==> src/rtl/cal_fmt_pkg.sv <==
package cal_fmt_pkg;
  localparam int FLD_W      = 7;
  localparam int CHAR_W     = 6;
  localparam int NUM_FIELDS = 6;
  localparam int NUM_CHARS  = 2 * NUM_FIELDS;
  localparam int IDX_W      = $clog2(NUM_CHARS);
  localparam int LEN_W      = $clog2(NUM_CHARS + 1);
  localparam logic [CHAR_W-1:0] ZERO_CHAR = 6'o12;

  typedef logic [NUM_FIELDS-1:0][FLD_W-1:0]  fld_arr_t;
  typedef logic [NUM_CHARS-1:0][CHAR_W-1:0]  char_arr_t;
endpackage

==> src/rtl/cal_digit_split.sv <==
module cal_digit_split
  import cal_fmt_pkg::*;
(
  input  logic [FLD_W-1:0]  val,
  output logic [CHAR_W-1:0] tens_ch,
  output logic [CHAR_W-1:0] units_ch
);
  logic [FLD_W-1:0] tens_v;
  logic [FLD_W-1:0] units_v;

  // constant divider, valid for values 0..99
  always_comb begin
    tens_v  = val / FLD_W'(10);
    units_v = val % FLD_W'(10);
  end

  always_comb begin
    tens_ch  = (tens_v  == '0) ? ZERO_CHAR : CHAR_W'(tens_v);
    units_ch = (units_v == '0) ? ZERO_CHAR : CHAR_W'(units_v);
  end
endmodule

==> src/rtl/cal_fmt_seq.sv <==
module cal_fmt_seq
  import cal_fmt_pkg::*;
#(
  parameter int BUF_W = 8
) (
  input  logic             clk,
  input  logic             rst_n,
  input  logic             rd_req,
  input  logic [BUF_W-1:0] buf_size,
  input  fld_arr_t         fld_in,
  output fld_arr_t         fld_q,
  output logic             busy_q,
  output logic [IDX_W-1:0] idx_q,
  output logic             last_char,
  output logic             len_vld_q,
  output logic [LEN_W-1:0] len_q
);
  localparam logic [IDX_W-1:0] LAST_IDX = IDX_W'(NUM_CHARS - 1);
  localparam logic [LEN_W-1:0] FULL_LEN = LEN_W'(NUM_CHARS);

  logic             fits;
  logic             accept;
  logic             reject;
  logic             busy_d;
  logic [IDX_W-1:0] idx_d;
  logic             len_vld_d;
  logic [LEN_W-1:0] len_d;

  always_comb begin
    fits      = (32'(buf_size) >= NUM_CHARS);
    accept    = rd_req & ~busy_q & fits;
    reject    = rd_req & ~busy_q & ~fits;
    last_char = busy_q & (idx_q == LAST_IDX);
    busy_d    = accept | (busy_q & ~last_char);
    if (accept)      idx_d = '0;
    else if (busy_q) idx_d = idx_q + IDX_W'(1);
    else             idx_d = idx_q;
    len_vld_d = accept | reject;
    len_d     = accept ? FULL_LEN : '0;
  end

  always_ff @(posedge clk or negedge rst_n) begin
    if (!rst_n) begin
      busy_q    <= 1'b0;
      idx_q     <= '0;
      len_vld_q <= 1'b0;
      len_q     <= '0;
    end else begin
      busy_q    <= busy_d;
      idx_q     <= idx_d;
      len_vld_q <= len_vld_d;
      len_q     <= len_d;
    end
  end

  // field capture, enabled only by an accepted strobe
  always_ff @(posedge clk or negedge rst_n) begin
    if (!rst_n) begin
      fld_q <= '0;
    end else if (accept) begin
      fld_q <= fld_in;
    end
  end

  AST_LEN_CODE: assert property (@(posedge clk) disable iff (!rst_n)
    len_vld_q |-> (len_q == FULL_LEN || len_q == '0));
  AST_ACCEPT_STARTS: assert property (@(posedge clk) disable iff (!rst_n)
    (len_vld_q && len_q == FULL_LEN) |-> (busy_q && idx_q == '0));
  AST_SHORT_NO_STREAM: assert property (@(posedge clk) disable iff (!rst_n)
    (len_vld_q && len_q == '0) |-> !busy_q);
  AST_STEP_ONE: assert property (@(posedge clk) disable iff (!rst_n)
    (busy_q && !last_char) |=> (busy_q && idx_q == $past(idx_q) + IDX_W'(1)));
  AST_IGNORE_BUSY: assert property (@(posedge clk) disable iff (!rst_n)
    (busy_q && !last_char) |=> !len_vld_q);
  AST_FIELDS_HELD: assert property (@(posedge clk) disable iff (!rst_n)
    (busy_q && $past(busy_q)) |-> $stable(fld_q));
endmodule

==> src/rtl/cal_digit_fmt.sv <==
module cal_digit_fmt
  import cal_fmt_pkg::*;
#(
  parameter int BUF_W = 8,
  parameter int CNT_W = 16
) (
  input  logic                clk,
  input  logic                rst_n,
  input  logic                rd_req,
  input  logic [BUF_W-1:0]    buf_size,
  input  logic [FLD_W-1:0]    mon_idx,
  input  logic [FLD_W-1:0]    mday,
  input  logic [FLD_W-1:0]    hour,
  input  logic [FLD_W-1:0]    minute,
  input  logic [FLD_W-1:0]    second,
  input  logic [CNT_W-1:0]    ivl_cnt,
  output logic                len_vld,
  output logic [LEN_W-1:0]    len,
  output logic                char_vld,
  output logic [CHAR_W-1:0]   char_out,
  output logic                done
);
  localparam logic [CNT_W-1:0] CNT_MOD = CNT_W'(60);

  logic             rst_meta_q;
  logic             rst_sync_q;
  fld_arr_t         fld_in;
  fld_arr_t         fld_q;
  char_arr_t        chars;
  logic             busy_q;
  logic [IDX_W-1:0] idx_q;
  logic             last_char;
  logic [FLD_W-1:0] cnt_mod;

  // asynchronous assert, synchronous release
  always_ff @(posedge clk or negedge rst_n) begin
    if (!rst_n) begin
      rst_meta_q <= 1'b0;
      rst_sync_q <= 1'b0;
    end else begin
      rst_meta_q <= 1'b1;
      rst_sync_q <= rst_meta_q;
    end
  end

  // field order on the wire: month, day, hour, minute, second, counter
  always_comb begin
    cnt_mod   = FLD_W'(ivl_cnt % CNT_MOD);
    fld_in[0] = mon_idx + FLD_W'(1);
    fld_in[1] = mday;
    fld_in[2] = hour;
    fld_in[3] = minute;
    fld_in[4] = second;
    fld_in[5] = cnt_mod;
  end

  cal_fmt_seq #(.BUF_W(BUF_W)) u_seq (
    .clk       (clk),
    .rst_n     (rst_sync_q),
    .rd_req    (rd_req),
    .buf_size  (buf_size),
    .fld_in    (fld_in),
    .fld_q     (fld_q),
    .busy_q    (busy_q),
    .idx_q     (idx_q),
    .last_char (last_char),
    .len_vld_q (len_vld),
    .len_q     (len)
  );

  for (genvar g = 0; g < NUM_FIELDS; g++) begin : g_split
    cal_digit_split u_split (
      .val      (fld_q[g]),
      .tens_ch  (chars[2*g]),
      .units_ch (chars[2*g+1])
    );
  end

  always_comb begin
    char_vld = busy_q;
    char_out = busy_q ? chars[idx_q] : '0;
    done     = last_char;
  end

  AST_CHAR_RANGE: assert property (@(posedge clk) disable iff (!rst_sync_q)
    char_vld |-> (char_out != '0 && char_out <= ZERO_CHAR));
  AST_DONE_WITH_CHAR: assert property (@(posedge clk) disable iff (!rst_sync_q)
    done |-> char_vld);
endmodule

==> config.mk <==
export PLATFORM = sky130hd
export DESIGN_NAME = cal_digit_fmt
export DESIGN_NICKNAME = d
export VERILOG_FILES = /design/src/rtl/cal_fmt_pkg.sv /design/src/rtl/cal_digit_split.sv /design/src/rtl/cal_fmt_seq.sv /design/src/rtl/cal_digit_fmt.sv
export SDC_FILE = /design/constraint.sdc
export NUM_CORES = 1
export LEC_CHECK = 0
export BUFFER_PORTS_ARGS = -buffer_cell sky130_fd_sc_hd__buf_2
export CAP_MARGIN = 5
export CORE_AREA = 2 2 140 87
export CTS_BUF_LIST = sky130_fd_sc_hd__clkbuf_4 sky130_fd_sc_hd__clkbuf_8 sky130_fd_sc_hd__clkbuf_16
export DETAILED_ROUTE_END_ITERATION = 7
export DIE_AREA = 0 0 142 89
export HOLD_SLACK_MARGIN = 0.06
export PLACE_DENSITY_LB_ADDON = 0.25
export SYNTH_ARGS = -nofsm -noshare
export SYNTH_HDL_FRONTEND = slang
export SYNTH_SLANG_ARGS = --single-unit
==> constraint.sdc <==
create_clock -name clk -period 6.17 [get_ports clk]
set_input_delay 0.617 -clock clk [delete_from_list [all_inputs] [get_ports clk]]
set_output_delay 0.617 -clock clk [all_outputs]
set_load 0.03 [all_outputs]
* Yosys cells after proc, flatten, opt, wreduce, memory -nomap -nowiden
Cells that the tools add are included. Widths: inputs -> output; s select.
Word-level totals: input port bits 62, logic and storage cells 71, register bits 54, output and inout bits 13
Cells by class: $lt $le $gt $ge 2, reduce and logical (&&, ||, !) cells 13, equal/unequal tests 1, bitwise logic cells 10, multiplexer cells 18, add/sub/neg operators 2, divide/modulo/power cells 13
Operators with widths (count):
- $logic_not 7->1 | 12
- $mux 6 | 14
- $div 7x4->7 const B | 6
- $mod 7x4->7 const B | 6
- $bmux 6 s4 | 1
- $mod 16x6->16 const B | 1
- $mux 4 | 3
- $ge 8x4->1 const B | 1
- $add 7x1->7 const B | 1
- $and 1x1->1 | 5
- $lt 4x5->1 const B | 1
- $add 4x1->4 const B | 1
- $eq 4x4->1 const B | 1
- $not 1->1 | 3
- $or 1x1->1 | 2
- $reduce_bool 2->1 | 1

* Logic depth before layout (Yosys ltp)
Gate-level depths: netlist (run 1).
word-level depth 6, gate-level depth with buffers 21, depth with buffers taken out 20

* Modules after synthesis
A second synthesis (run 1) with hierarchy kept.
Second synthesis, totals: cells, all modules 1086, area total of the unflattened synthesis 8518.2 sq um
Modules (own cells, without submodules):
- cal_digit_split | cells each 113, seq. area each 0.0 sq um, instances 6, area each 676.9 sq um
- cal_digit_fmt | cells each 287, seq. area each 50.0 sq um, instances 1, area each 2426.1 sq um
- cal_fmt_seq | cells each 121, seq. area each 1226.2 sq um, instances 1, area each 2030.7 sq um

* Least setup slack after synthesis (run 1)
OpenSTA, ideal clock, no wires.
path kind reg2out, from register u_seq.fld_q[20] in the netlist's numbering, to output char_out[1], setup slack 1565 ps, required time 5553 ps, cell stages (with the launch flop) 20, path buffers 1, arrival 3988 ps, path through dfrtp_1 clkbuf_1 nor2b_1 nor2_1 o21ai_0 a221oi_1 xnor2_1 ha_1 nand4_1 a311oi_1 o21ai_0 a41oi_1 nor2_1 xor2_1 nor3_1 nor3_1 nor3_1 a21oi_1 a211oi_1 o21a_1
Between the ends: cells in the longest elaborated chain, start to end 6, elaborated cells on any way between the ends 9, classes of those cells div: 2; mux: 5; reduce/logical: 2
Ends and longest elaborated chain:
- from (decl) | RTL line cal_fmt_seq.sv:11 | output fld_arr_t fld_q,
- from (signal assigned) | RTL line cal_fmt_seq.sv:61 | fld_q <= fld_in;
- $div 7x4->7 / $mod 7x4->7 (equally long branches) | RTL line cal_digit_split.sv:13, cal_digit_split.sv:14
- $logic_not 7->1 (on tied branches) | RTL line cal_digit_split.sv:18, cal_digit_split.sv:19
- $mux 6 (on tied branches) | RTL line cal_digit_split.sv:18, cal_digit_split.sv:19
- $bmux 6 s4 * | RTL line cal_digit_fmt.sv:81 | char_out = busy_q ? chars[idx_q] : '0;
- $mux 6 (implied by the code) * | RTL line cal_digit_fmt.sv:81
- $mux 6 * | RTL line cal_digit_fmt.sv:81
- to (decl) | RTL line cal_digit_fmt.sv:20 | output logic [CHAR_W-1:0] char_out,
Mark *: on every way between the ends. The rest lies on a longest branch, timed or not. The select of a mux whose other input is x is not followed.

* Worst setup path in the final report (run 1)
from register u_seq.fld_q[19] in the netlist's numbering, to output char_out[1]
The elaborated chain is that of the path after synthesis.

==> impl_metrics.csv, run 1 <==
group,metric,value,unit
floorplan,start_util,0.598,
layout,drive_above_1_share,0.156,
clock_tree,cts_hold_buf,0,
route,first_iter_violations,617,
clock_tree,cts.htree.levels,2,
sta,finalSetupViolations,0,
clock_tree,cts_sinks,51,
global_route,grt_pass1_vias,5411,
layout,fin_util,0.636,
yosys,ys_async_sr_fraction,1.00,
placed_design,dp_hpwl,12.3,mm
job,drv_cap,0,
hold_path,hold_path_class,"input port to async pin",
floorplan,num_io_pins,75,
sta,tightest_slew,782,ps
yosys,ys_warn_count,0,
clock_tree,clk_path_buf_depth,2,
layout,antenna_cells,0,
floorplan,fp.dieW,142,µm
critical_path,end_kind,"primary output",
critical_path,critPathLaunchType,"flip-flop",
critical_path,arrival,5160,ps
route,drc,0,
global_route,grt_max_degree,69,
yosys,seq_area_frac_synth,0.190,
clock_tree,root_buffer,"clkbuf_16",
yosys,synth.ff_latch_count,51,
global_route,antenna_found_initial,0,
sta,setup-tns-final,0,ps
critical_path,crit_required,5550,ps
yosys,syn_area,6710,µm²
yosys,synth_fa_ha_area_frac,0.0321,
floorplan,core-area,11200,µm²
sta,post-route-period-util,0.936,
yosys,synth_cell_types,95,
yosys,synth-xor-area-share,0.0664,
route,vias,6807,
run_status,status,"finished clean",
clock_tree,cts_resized,0,
yosys,synth_ff_type,"dfrtp_1",
sta,fmax,0.173,GHz
sta,hold_violations,0,
placed_design,gp_congestion,0.949,
yosys,yosysTopAreaCell,"dfrtp_1",
clock_tree,cts_buffers,5,
yosys,netlist_instances,908,
route,wire_per_inst,15.8,µm
yosys,synth_edf_count,0,
global_route,grt_usage,0.261,
sta,rsz0062_at_grt,"no",
yosys,synthMuxAreaShare,0.0729,
layout,final_nets,993,
yosys,synth_top_family_by_area,"compound AO/OA/AOI/OAI gates",
clock_tree,clkTransAtPathRegs,70,ps
global_route,grt-ovfl-total,0,
critical_path,critical_path_class,"flip-flop to primary output",
clock_tree,cts_setup_buffers,0,
route,avgViaCountPerCell,6.41,
route,totalWireLength,16.8,mm
floorplan,die_y,89,µm
global_route,grt_pass1_wl,27.1,mm
layout,syn_to_final_growth,6.30,%
yosys,yosys-top-cells-area,"dfrtp_1 19%, o21ai_0 6.3%, nor2_1 5.2%, a21oi_1 4.3%, xnor2_1 4.2%",
clock_tree,clk_latency,300,ps
route,ant_nets,0,
layout,fill_cells,989,
placed_design,numPortBuffers,70,
route,drt_pre_antenna_iters,5,
sta,max_slew_margin,0.464,
sta,finClkSkew,5.78,ps
yosys,synth-compound-area-share,0.332,
yosys,synthSimpleGateAreaFrac,0.232,
floorplan,dieArea,12600,µm²
sta,period_needed,5770,ps
clock_tree,cts_tree,"built",
critical_path,cp_max_fo,18,
sta,slew_violations,0,
floorplan,rows,30,
yosys,synth.avg_cell_area,7.39,µm²
yosys,synth.top_cell.area_share,0.190,
[through the flow]
step	std cells	setup WS, ps	hold WS [ps]	cell area, µm²
floorplan	909	1570	321	6710
finish	1062	396	88.9	7130
CTS	1062	500	83.0	7130
global route	1062	21.2	80.8	7130
detailed placement	1054	834	335	6940
global placement	1054	864	333	6940
[per-layer routing]
layer	wire, µm	share of wire	global-route usage	vias to the layer above
met4	75	0.0045	0.0364	0
met2	6350	0.38	0.343	302
met5	0	0	0	-
li1	-	-	-	3361
met3	1480	0.088	0.0477	7
met1	8860	0.53	0.434	3137
[critical path, stage by stage, from the launching register on]
cell      delay, ps
dfrtp_1         550
nor2b_1         240
nor2_1          110
o21ai_0          80
a221oi_1        530
xnor2_1         330
ha_1            360
nand4_1         110
a311oi_1        270
o21ai_0         190
a41oi_1         620
nor2_1          110
xor2_1          180
nor3_1          260
nor3_1           80
nor3_1          180
a21oi_1          60
a211oi_1        240
o21a_1          150
buf_2           200
[cells by family after synthesis]
kind of cell,Yosys count
AOI/OAI and AO/OA,322
other,2
adders and majority gates,18
muxes,39
DFF,51
and+or+nand+nor,313
xor gates and xnor gates,50
buffers and inverters,113
[flip-flops by register name (all words and copies together), names as in the netlist]
register / cells
u_seq.len_vld_q: 1
rst_sync_q: 1
u_seq.busy_q: 1
u_seq.idx_q: 4
u_seq.fld_q: 42
u_seq.len_q: 1
rst_meta_q: 1
[placed cells by master (no fill, tap or decap), types with 9 or more instances in the layout]
cell type | netlist | final
ha_1 | 14 | 14
nand2_1 | 74 | 74
and3_1 | 12 | 12
a21oi_1 | 58 | 58
mux2_2 | 21 | 21
xnor2_1 | 32 | 32
nand3_1 | 19 | 19
a31oi_1 | 26 | 26
o21ai_1 | 10 | 10
nor3_1 | 28 | 28
o22ai_1 | 9 | 9
mux2i_1 | 11 | 11
nor2_1 | 93 | 93
and2_1 | 10 | 10
o21ai_0 | 84 | 84
nor2b_1 | 12 | 12
inv_1 | 41 | 41
a211oi_1 | 16 | 16
dfrtp_1 | 51 | 50
nand2b_1 | 22 | 22
buf_2 | 4 | 70
a221oi_1 | 9 | 9
xor2_1 | 17 | 17
[layout make-up]
class	count	area, µm²	share of cell area
clock buffer	6	133	0.0186
clock inverter	2	60.1	0.00842
tap	144	180	0.0253
sequential	51	1280	0.179
timing repair buffer	73	373	0.0523
multi-input combinational	745	4960	0.695
inverter	41	154	0.0216
[synthesized netlist by cell type (11+ instances only)]
master	n
nand2_1	74
a21oi_1	58
a31oi_1	26
a211oi_1	16
mux2i_1	11
o21ai_0	84
dfrtp_1	51
ha_1	14
nor2b_1	12
mux2_2	21
nor3_1	28
xor2_1	17
and3_1	12
nand3_1	19
nor2_1	93
inv_1	41
xnor2_1	32
nand2b_1	22
clkbuf_1	53
[path summary, 6_finish.rpt]
kind / startpoint / to / slack [ps] / cells after the start
worst min register to register: rst_meta_q / rst_sync_q / 350 / 0
worst min-delay path: rst_n / rst_meta_q / 90 / 1
worst max-delay path: u_seq.fld_q[19] / char_out[1] / 400 / 19
max in group asynchronous: rst_sync_q / u_seq.fld_q[1] / 5370 / 1
worst max register to register: u_seq.busy_q / u_seq.fld_q[28] / 4090 / 4
min in group clk: rst_meta_q / rst_sync_q / 350 / 0
Power of run 1 is not shown: default switching activity piles up to over one toggle a cycle in this logic, so the estimate is an artifact.
==> run 2, diff against run 1 <==
- clock period: 6.17 -> 7.1 ns (I/O delays scaled with it)
==> impl_metrics.csv, run 2 (same netlist as run 1, synthesis figures left out) <==
group,metric,value,unit
critical_path,crit_path_end,"char_out[1]",
global_route,grt_pass1_vias,5499,
floorplan,fp.dieW,142,µm
clock_tree,cts_sinks,51,
route,wl_met2,6.11,mm
clock_tree,cts_resized,0,
sta,hold_violations,0,
critical_path,critPathLaunchType,"flip-flop",
pwr,leakagePower,0.00288,µW
sta,fmax,0.174,GHz
clock_tree,cts_tree,"built",
placed_design,pre_cts_slack,1660,ps
route,drc,0,
global_route,antenna_found_initial,0,
clock_tree,cts_buffers,5,
global_route,grt_usage,0.263,
pwr,power_density,584,nW/µm²
route,wl_met3,1.40,mm
floorplan,core-area,11200,µm²
critical_path,arrival,5030,ps
clock_tree,cts.htree.levels,2,
sta,setup-tns-final,0,ps
route,ant_nets,0,
job,drv_cap,0,
critical_path,crit_required,6390,ps
route,totalWireLength,16.7,mm
layout,drive_above_1_share,0.155,
sta,setup_ws,1360,ps
global_route,grt_pass1_wl,27.4,mm
sta,post-route-period-util,0.808,
critical_path,critPathLaunch,"u_seq.fld_q[5]",
clock_tree,cts_setup_buffers,0,
floorplan,num_io_pins,75,
layout,largest_reg_flops,42,
sta,max_slew_margin,0.344,
layout,final_cell_mix,"93 x nor2_1, 84 x o21ai_0, 74 x nand2_1, 70 x buf_2, 58 x a21oi_1",
sta,hold_slack,192,ps
critical_path,r2r-end,"u_seq.fld_q[11]",
sta,rsz0062_at_grt,"no",
layout,syn_to_final_growth,5.48,%
clock_tree,clk_path_buf_depth,2,
clock_tree,clkTransAtPathRegs,70,ps
pwr,peakVddDrop,0.000335,V
critical_path,timing.rr.start,"u_seq.busy_q",
global_route,grt_max_degree,50,
critical_path,rrSetupSlack,4690,ps
floorplan,rows,30,
layout,top_register,"u_seq.fld_q",
placed_design,numPortBuffers,70,
route,drt_pre_antenna_iters,5,
placed_design,gp_congestion,0.958,
critical_path,end_kind,"primary output",
critical_path,reg2reg_depth,4,
global_route,grt-ovfl-total,0,
layout,antenna_cells,0,
critical_path,critical_path_class,"flip-flop to primary output",
run_status,status,"finished clean",
clock_tree,clk_latency,300,ps
layout,top_regs,"u_seq.fld_q x42, u_seq.idx_q x4",
route,top_layer,"met4",
sta,period_needed,5740,ps
hold_path,hold_path_class,"input port to async pin",
placed_design,dp_hpwl,12.6,mm
clock_tree,cts_hold_buf,0,
layout,final_nets,992,
route,vias,6807,
sta,slew_violations,0,
floorplan,start_util,0.598,
floorplan,dieArea,12600,µm²
route,avgViaCountPerCell,6.42,
layout,layout_commonest_cell,"nor2_1",
layout,fin_util,0.631,
route,first_iter_violations,672,
pwr,power.total,4130,µW
route,met1_length,9.09,mm
sta,finClkSkew,8.78,ps
layout,fill_cells,1028,
clock_tree,root_buffer,"clkbuf_16",
sta,tightest_slew,984,ps
critical_path,cp_max_fo,13,
sta,finalSetupViolations,0,
floorplan,die_y,89,µm
route,wire_per_inst,15.7,µm
-- run 2: changes by cell type in the layout (fill, tap and decap cells not counted) --
cell	delta
buf_4	-1
clkbuf_4	+1
bufinv_16	-2
clkinv_2	+1
-- run 2: metal layers --
metal | vias to the layer above | GRT usage
met5 | - | 0
met4 | 0 | 0.0264
met3 | 11 | 0.0354
met2 | 318 | 0.348
met1 | 3125 | 0.447
li1 | 3353 | -
-- run 2: worst min path at each step --
stage | start | to | slack, ps
6_report | rst_n | rst_sync_q | 190
5_1_grt | rst_n | rst_meta_q | 180
4_1_cts | rst_n | rst_meta_q | 190
3_5_place_dp | rst_meta_q | rst_sync_q | 340
3_3_place_gp | rst_meta_q | rst_sync_q | 330
2_1_floorplan | rst_meta_q | rst_sync_q | 330
-- run 2: layout make-up --
cell class | instances | area (µm²) | share of cell area
flip-flops and latches | 51 | 1280 | 0.180
multi-input cells | 745 | 4960 | 0.700
clock buffers | 7 | 140 | 0.0198
repair buffers | 72 | 365 | 0.0516
clock inverters | 1 | 5.00 | 0.000707
inverters | 41 | 154 | 0.0217
well taps | 144 | 180 | 0.0255
-- run 2: per-stage QoR --
step / std cells / cell area [µm²]
final: 1061 / 7080
after global routing: 1061 / 7080
after CTS: 1061 / 7080
after detailed placement: 1053 / 6930
after global placement: 1053 / 6930
after floorplan: 909 / 6710
-- run 2: power by group --
group	internal, µW	leakage [µW]	total (µW)	switching, µW
clock network	138	0.0000747	246	107
logic	1280	0.00219	3050	1770
registers	420	0.000606	831	410
total	1840	0.00288	4130	2290
-- run 2: critical path, stage by stage (launching register included) --
cell,delay (ps)
dfrtp_1,570
nand2b_1,240
nand2_1,130
o22ai_1,80
a221oi_1,460
xnor2_1,270
ha_1,300
nand2_1,120
nand2_1,70
nand2_1,70
o21ai_0,80
a2111oi_0,490
a21oi_1,90
nor3b_1,360
a311o_1,180
nor3_1,50
nor2b_1,130
o32a_1,300
a211oi_1,260
a211oi_1,80
o21a_1,200
buf_2,180
(Power assumes the default switching activity.)
==> run 3, diff against run 2 <==
- ABC_AREA: unset -> 1
- CORE_AREA: 2 2 140 87 -> 2 2 127 80
- DIE_AREA: 0 0 142 89 -> 0 0 129 82
- clock period: 7.1 -> 5.4 ns (I/O delays scaled with it)
==> impl_metrics.csv, run 3 <==
group,metric,value,unit
run_status,status,"finished clean",
sta,hold_violations,0,
hold_path,holdPathStages,0,
floorplan,fp.dieW,129,µm
floorplan,dieArea,10600,µm²
placed_design,dp_hpwl,9.31,mm
route,vias,5702,
route,drt_pre_antenna_iters,5,
yosys,synth.top_cell.area_share,0.236,
yosys,yosys-top-cells-area,"dfrtp_1 24%, nand2_1 14%, inv_1 10%, o21ai_0 7.8%, nor2_1 5.9%",
yosys,synth.ff_latch_count,51,
critical_path,critical_path_class,"flip-flop to primary output",
route,ant_nets,0,
floorplan,num_io_pins,75,
layout,syn_to_final_growth,16.5,%
clock_tree,cts_sinks,51,
layout,final_cell_mix,"206 x nand2_1, 136 x inv_1, 77 x nor2_1, 77 x o21ai_0, 68 x buf_2",
hold_path,hold_path_class,"flip-flop to flip-flop",
placed_design,gp_congestion,0.890,
sta,tightest_slew,992,ps
floorplan,core-area,9490,µm²
yosys,synth.avg_cell_area,6.06,µm²
route,wire_per_inst,11.9,µm
layout,largest_reg_flops,42,
sta,hold_slack,354,ps
layout,antenna_cells,0,
global_route,grt_max_degree,68,
placed_design,numPortBuffers,70,
clock_tree,root_buffer,"clkbuf_16",
yosys,netlist_instances,893,
yosys,ys_warn_count,0,
route,totalWireLength,13.1,mm
global_route,grt_pass1_wl,21.3,mm
sta,fmax,0.193,GHz
placed_design,dpl-instance-area,5860,µm²
sta,finClkSkew,2.93,ps
yosys,seq_area_frac_synth,0.236,
sta,max_slew_margin,0.338,
clock_tree,cts_buffers,5,
floorplan,rows,28,
yosys,netlist_top_cells_count,"208 x nand2_1, 148 x inv_1, 85 x nor2_1",
floorplan,die_y,82,µm
critical_path,end_kind,"primary output",
clock_tree,clk_path_buf_depth,2,
yosys,synth_ff_type,"dfrtp_1",
yosys,syn_area,5410,µm²
sta,post-route-period-util,0.958,
critical_path,cp_max_fo,6,
critical_path,max_stage_delay,410,ps
clock_tree,cts_tree,"built",
yosys,ys_async_sr_fraction,1.00,
job,drv_cap,0,
critical_path,path_common_cell,"inv_1",
layout,final_nets,1040,
critical_path,reg2reg_depth,6,
layout,top_regs,"u_seq.fld_q x42, u_seq.idx_q x4",
yosys,yosysMostFrequentCell,"nand2_1",
global_route,grt_pass1_vias,4748,
layout,top_register,"u_seq.fld_q",
route,first_iter_violations,413,
route,avgViaCountPerCell,5.18,
sta,slew_violations,0,
layout,drive_above_1_share,0.213,
layout,stdcell_area,6300,µm²
global_route,grt-ovfl-total,0,
yosys,synth_cell_types,48,
critical_path,arrival,4630,ps
floorplan,start_util,0.570,
clock_tree,cts.htree.levels,2,
sta,finalSetupViolations,0,
critical_path,critPathLaunchType,"flip-flop",
critical_path,crit_slowest_cell,"dfrtp_1",
clock_tree,clk_latency,300,ps
critical_path,crit_required,4860,ps
global_route,grt_usage,0.245,
clock_tree,clkTransAtPathRegs,70,ps
route,drc,0,
sta,period_needed,5170,ps
yosys,yosysTopAreaCell,"dfrtp_1",
layout,fill_cells,833,
yosys,synth_edf_count,0,
layout,layout_commonest_cell,"nand2_1",
global_route,antenna_found_initial,0,
==> run 3: changes by cell type after synthesis, sizes merged, moves of 22 or more <==
cell	previous run	this run
a31oi	28	4
clkbuf	53	16
inv	41	154
mux2	23	0
nand2	76	239
nand2b	22	0
nand3	19	69
nor3	29	6
xnor2	32	7
==> run 3: layer usage <==
metal | share of wire | routed length, µm | global-route usage
met5 | 0 | 0 | 0
met4 | 0.0070 | 91 | 0.0391
met3 | 0.059 | 766 | 0.0450
met2 | 0.41 | 5380 | 0.365
met1 | 0.52 | 6840 | 0.374
==> run 3: metrics by stage <==
stage	setup TNS [ps]	cells	util	worst slack [ps]
floorplan	0	894	-	908
global route	-371	1100	0.664	-202
global placement	0	1080	0.617	470
detailed placement	0	1080	0.617	448
CTS	0	1089	0.633	49.8
finish	0	1100	0.664	227
==> run 3: timing repair <==
item / CTS / global route
hold endpoints to repair: 2 / 0
endpoints found under the setup margin: 0 / 5
hold buffers: 1 / 0
setup buffers: 0 / 11
resized for setup: 0 / 66
==> run 3: final cells by class <==
cell class                 count  area (µm²)  share of cell area
clock buffer                   7         140              0.0222
multi-input combinational    665        3660               0.581
timing repair buffer          83         455              0.0723
clock inverter                 1        5.00            0.000794
inverter                     158         593              0.0941
sequential                    51        1280               0.203
tap                          135         169              0.0268
==> run 3: final timing paths <==
path,start,to,slack (ps)
setup / recovery,u_seq.fld_q[34],char_out[3],230
hold / removal,rst_meta_q,rst_sync_q,350
setup reg to reg,u_seq.busy_q,u_seq.idx_q[0],2680
hold reg to reg,rst_meta_q,rst_sync_q,350
max in group asynchronous,rst_sync_q,u_seq.fld_q[4],4580
min in group asynchronous,rst_sync_q,u_seq.fld_q[25],360
==> run 3: cells by family (layout without fill, tap and decap cells) <==
kind of cell | Yosys count | after routing | share of synthesized area
fa+ha+maj | 14 | 14 | 0.0324
buf+inv | 178 | 249 | 0.126
flops | 51 | 51 | 0.236
simple gates | 434 | 434 | 0.369
compound gates | 187 | 187 | 0.192
xor+xnor | 27 | 27 | 0.0437
other cells | 2 | 3 | 0.00139
==> run 3: critical path, delay by kind of cell, from the launching register on <==
kind	cells	cell delay, ps
flip-flops	1	410
buffers and inverters	10	1040
AND/OR/NAND/NOR	14	1530
adder cells (fa/ha/maj)	1	200
AO/OA/AOI/OAI	8	1150
Power of run 3 is left out for the same reason.
